`src/rtl/alatch_pkg.sv`:
```
package alatch_pkg;
  // Encoding follows {clr_n, en_n}
  typedef enum logic [1:0] {
    MODE_DECODE = 2'b00,
    MODE_CLEAR  = 2'b01,
    MODE_LATCH  = 2'b10,
    MODE_HOLD   = 2'b11
  } alatch_mode_e;
endpackage

```
`src/rtl/alatch_mode_dec.sv`:
```
module alatch_mode_dec
  import alatch_pkg::*;
(
  input  logic         clr_n,
  input  logic         en_n,
  output alatch_mode_e mode
);
  always_comb begin
    case ({clr_n, en_n})
      2'b00:   mode = MODE_DECODE;
      2'b01:   mode = MODE_CLEAR;
      2'b10:   mode = MODE_LATCH;
      default: mode = MODE_HOLD;
    endcase
  end
endmodule

```
`src/rtl/alatch_sel_dec.sv`:
```
module alatch_sel_dec #(
  parameter int OUT_W = 8,
  localparam int SEL_W = $clog2(OUT_W)
) (
  input  logic [SEL_W-1:0] sel,
  output logic [OUT_W-1:0] hot
);
  for (genvar k = 0; k < OUT_W; k++) begin : g_hot
    assign hot[k] = (sel == SEL_W'(k));
  end

  // an in-range address always selects exactly one output
  always_comb begin
    if (int'(sel) < OUT_W)
      a_onehot_r6: assert ($countones(hot) == 1);
  end
endmodule

```
`src/rtl/alatch_state.sv`:
```
module alatch_state
  import alatch_pkg::*;
#(
  parameter int OUT_W = 8,
  localparam int SEL_W = $clog2(OUT_W)
) (
  input  logic             clk,
  input  logic             rst,
  input  alatch_mode_e     mode,
  input  logic             data_in,
  input  logic [SEL_W-1:0] sel,
  input  logic [OUT_W-1:0] hot,
  output logic [OUT_W-1:0] q
);
  logic [OUT_W-1:0] q_nxt;

  for (genvar k = 0; k < OUT_W; k++) begin : g_bit
    always_comb begin
      case (mode)
        MODE_LATCH:  q_nxt[k] = hot[k] ? ~data_in : q[k];
        MODE_DECODE: q_nxt[k] = hot[k] ? ~data_in : 1'b1;
        MODE_CLEAR:  q_nxt[k] = 1'b1;
        default:     q_nxt[k] = q[k];
      endcase
    end
  end

  always_ff @(posedge clk) begin
    if (rst) q <= '1;
    else     q <= q_nxt;
  end

  p_reset_off_r1: assert property (@(posedge clk) rst |=> (q == '1));

  p_latch_bit_r2: assert property (@(posedge clk) disable iff (rst)
    (mode == MODE_LATCH) |=> (q[$past(sel)] == ~$past(data_in)));

  p_latch_others_r2: assert property (@(posedge clk) disable iff (rst)
    (mode == MODE_LATCH) |=> ((q & ~$past(hot)) == ($past(q) & ~$past(hot))));

  p_hold_stable_r3: assert property (@(posedge clk) disable iff (rst)
    (mode == MODE_HOLD) |=> $stable(q));

  p_decode_bit_r4: assert property (@(posedge clk) disable iff (rst)
    (mode == MODE_DECODE) |=> (q[$past(sel)] == ~$past(data_in)));

  p_decode_rest_r4: assert property (@(posedge clk) disable iff (rst)
    (mode == MODE_DECODE) |=> $countones(q) >= OUT_W - 1);

  p_clear_off_r5: assert property (@(posedge clk) disable iff (rst)
    (mode == MODE_CLEAR) |=> (q == '1));
endmodule

```
`src/rtl/addr_latch_demux.sv`:
```
module addr_latch_demux
  import alatch_pkg::*;
#(
  parameter int OUT_W = 8,
  localparam int SEL_W = $clog2(OUT_W)
) (
  input  logic             clk,
  input  logic             rst,
  input  logic             data_in,
  input  logic [SEL_W-1:0] sel,
  input  logic             en_n,
  input  logic             clr_n,
  output logic [OUT_W-1:0] q_drv
);
  alatch_mode_e     mode;
  logic [OUT_W-1:0] hot;

  alatch_mode_dec u_mode (
    .clr_n (clr_n),
    .en_n  (en_n),
    .mode  (mode)
  );

  alatch_sel_dec #(.OUT_W(OUT_W)) u_sel (
    .sel (sel),
    .hot (hot)
  );

  alatch_state #(.OUT_W(OUT_W)) u_state (
    .clk     (clk),
    .rst     (rst),
    .mode    (mode),
    .data_in (data_in),
    .sel     (sel),
    .hot     (hot),
    .q       (q_drv)
  );

  // a decode cycle followed by a hold cycle keeps the decoded pattern
  p_decode_then_hold_r7: assert property (@(posedge clk) disable iff (rst)
    (mode == MODE_HOLD && $past(mode) == MODE_DECODE && !$past(rst)) |=> $stable(q_drv));
endmodule

```
`config.mk`:
```
export PLATFORM = sky130hd
export DESIGN_NAME = addr_latch_demux
export DESIGN_NICKNAME = d
export VERILOG_FILES = /design/src/rtl/alatch_pkg.sv /design/src/rtl/alatch_mode_dec.sv /design/src/rtl/alatch_sel_dec.sv /design/src/rtl/alatch_state.sv /design/src/rtl/addr_latch_demux.sv
export SDC_FILE = /design/constraint.sdc
export NUM_CORES = 1
export LEC_CHECK = 0
export ABC_CLOCK_PERIOD_IN_PS = 1900
export BUFFER_PORTS_ARGS = -buffer_cell sky130_fd_sc_hd__buf_2
export CORE_AREA = 2 2 39 41
export DETAILED_ROUTE_END_ITERATION = 10
export DIE_AREA = 0 0 41 43
export REMOVE_ABC_BUFFERS = 1
export SETUP_SLACK_MARGIN = 0.02
export SYNTH_ARGS = -nofsm -noshare
export SYNTH_HDL_FRONTEND = slang
export SYNTH_SLANG_ARGS = --single-unit
```
`constraint.sdc`:
```
create_clock -name clk -period 1.9 [get_ports clk]
set_clock_uncertainty 0.1 [all_clocks]
set_input_delay 0.475 -clock clk [delete_from_list [all_inputs] [get_ports clk]]
set_output_delay 0.475 -clock clk [all_outputs]
set_load 0.05 [all_outputs]
```
==> metrics.md <==
| Metric | Value |
|---|---|
| Min Tclk post-route | approximately 1.4 ns |
| CP Max Fanout | 12 |
| Period utilization | 0.755 |
| Global-route wire length before repair | roughly 1.5 mm |
| Setup crit end kind | register |
| DP HPWL | around 640 microns |
| Fill cell total of the finished layout | ~150 |
| TritonRoute pass-1 iters | 4 |
| Ports | 16 |
| WP buf/inv | 1 |
| Post-route ant nets | 0 |
| Antenna diodes | 0 |
| Biggest regs | u_state.q (8) |
| Clock sink count | 8 |
| Max Clk Rate | between 600 and 700 MHz |
| Static leakage | around 0.18 nW |
| CTS root buf | clkbuf_4 |
| Grt total ovfl | 0 |
| Die area | 1760 sq um |
| Die width | between 40 and 50 microns |
| Port bufs | 15 |
| Crit path cell chain | buf_2, or4b_1, a221o_1 |
| Postcts setup bufs | 0 |
| Min-delay worst type | primary input to register |
| Final hold slack | ~0.45 ns |
| H-tree Lvls | 1 |
| Drt wl/cell | 13.1 microns |
| Largest area contributor in the netlist | dfxtp_1 |
| Pwr Density | roughly 690 nW/um^2 |
| Gr usage total | 0.130 |
| Pwr Total | between 300 and 400 uW |
| Largest Register | u_state.q |
| Setup TNS Final | 0 ns |
| Finished Core Util | 0.382 |
| Core Area | approximately 1400 sq um |
| Worst r2r path cells | 2 |
| FF+latch count, synth | 8 |
| Worst-margin pin slew | 0.540 ns |
| Hold Fails Final Rpt | 0 |
| Vias | 387 |
| Post-route DRC | 0 |
| Max Root-Sink Buffers | 2 |
| RSZ-0062 raised after global routing | no |
| Starting Density | 0.317 |
| Netlist Area Pre-Place | between 400 and 500 sq um |
| Cts repair resizes | 0 |
| Reg area | ~160 sq um |
| FP Rows | 14 |
| Layout area overhead | 20.5% |
| Outcome | completed |
| Number of buffers created by CTS | 3 |
| R2r setup slk | just under 0.8 ns |
| GPL Wtd Cong | approximately 0.74 |
| Clock transition at the registers of the reported paths | ~0.05 ns |
| Largest register FFs | 8 |
| WP depth | 3 |
| Initial drt markers | 15 |
| Seq/Total Area, Yosys | 0.365 |
| Slew Viols, Final | 0 |
| Clock latency on the worst-skew pair | roughly 0.25 ns |
| CTS tree | built |
| Routed WL | approximately 940 microns |
| Synth top area cells | dfxtp_1 36%, a221o_1 18%, nand2b_1 10%, nand4bb_1 7.7%, or4b_1 6.8% |
| Vias/cell | approximately 5.4 |
| Worst stage delay on the critical path | 0.52 ns |
| Hold path depth | 2 |
| Yosys Warn Count | 0 |
| Post-Syn Instances | between 40 and 50 |
| Number of global-route vias before repair | ~330 |
| Final non-filler cell total | 72 |
| Setup-failing EPs final | 0 |
| Rel. slew slack | 0.637 |
| Synth cell types | 16 |
| Initial antenna violation count | 0 |
| Die height | 43 microns |
| Commonest cells after routing, fill and taps aside | 15 x buf_2, 8 x a221o_1, 8 x dfxtp_1, 7 x nand2b_1 |
| Share of layout cells above drive strength 1 | 0.375 |
| Placed cell count | 69 |
| Synth top area share | 0.365 |
| Syn_area_per_cell | between 10 and 15 sq um |
| Final nets | between 60 and 70 |
| CP arrival | ~1.5 ns |
| Hold buffers post-CTS | 0 |
| Worst vdd ir | ~340 uV |
| Max-cap violation count | 0 |
| Top Family by Delay on Critical Path | simple AND/OR/NAND/NOR gates |
| Startpoint types | primary input |
| Commonest non-fill, non-tap cell in the layout | buf_2 |
| Multi-input gate area | about 250 sq um |
| Largest net degree at the start of global routing | 13 |
| CP required | around 1.9 ns |
| Path type of the worst setup path | primary input to register |
| Worst path slowest cell | or4b_1 |
## cell type report
| class | instances | share of cell area |
|---|---|---|
| clock buffer | 3 | 0.0426 |
| timing repair buffer | 15 | 0.142 |
| multi-input combinational | 30 | 0.475 |
| sequential | 8 | 0.303 |
| tap | 16 | 0.0378 |
## cells in the mapped netlist
| master | count |
|---|---|
| a221o_1 | 8 |
| and2_2 | 1 |
| and2b_2 | 1 |
| buf_6 | 2 |
| clkbuf_2 | 1 |
| dfxtp_1 | 8 |
| nand2b_1 | 7 |
| nand4b_1 | 1 |
| nand4bb_1 | 3 |
| nor2_1 | 1 |
| nor2b_1 | 1 |
| nor3_1 | 1 |
| nor3b_1 | 1 |
| or2b_2 | 1 |
| or4_1 | 1 |
| or4b_1 | 3 |
## layer usage
metal  wire length, microns  vias to the layer above  global-route usage
met2                    408                       15               0.166
met1                    452                      176               0.168
met5                      0                        -                   0
met3                     69                        2              0.0785
met4                     11                        0              0.0600
li1                       -                      194                   -
## worst register-to-register path: stages (launching register included)
cell and delay [ns]:
dfxtp_1 0.30, or2b_2 0.28, a221o_1 0.34
## through the flow
step,setup WS (ns),area [sq um]
floorplan,0.397,412
global placement,0.199,507
detailed placement,0.200,507
CTS,0.474,529
global route,0.428,529
finish,0.465,529
## cell families after synthesis
group / share of synthesized area
buf+inv: 0.0627
simple gates: 0.390
flops: 0.365
compound gates: 0.182
## power breakdown
part,internal (mW),switching (mW),leakage (nW)
clock network,0.0723,0.0577,0.0138
logic,0.0209,0.0388,0.101
registers,0.172,0.00134,0.0652
## path summary, 6_finish.rpt
path                start      endpoint
max                sel[0]  u_state.q[4]
min                   rst  u_state.q[1]
max reg2reg  u_state.q[4]  u_state.q[4]
min reg2reg  u_state.q[3]  u_state.q[3]
Power figures use the tool's default switching activity.
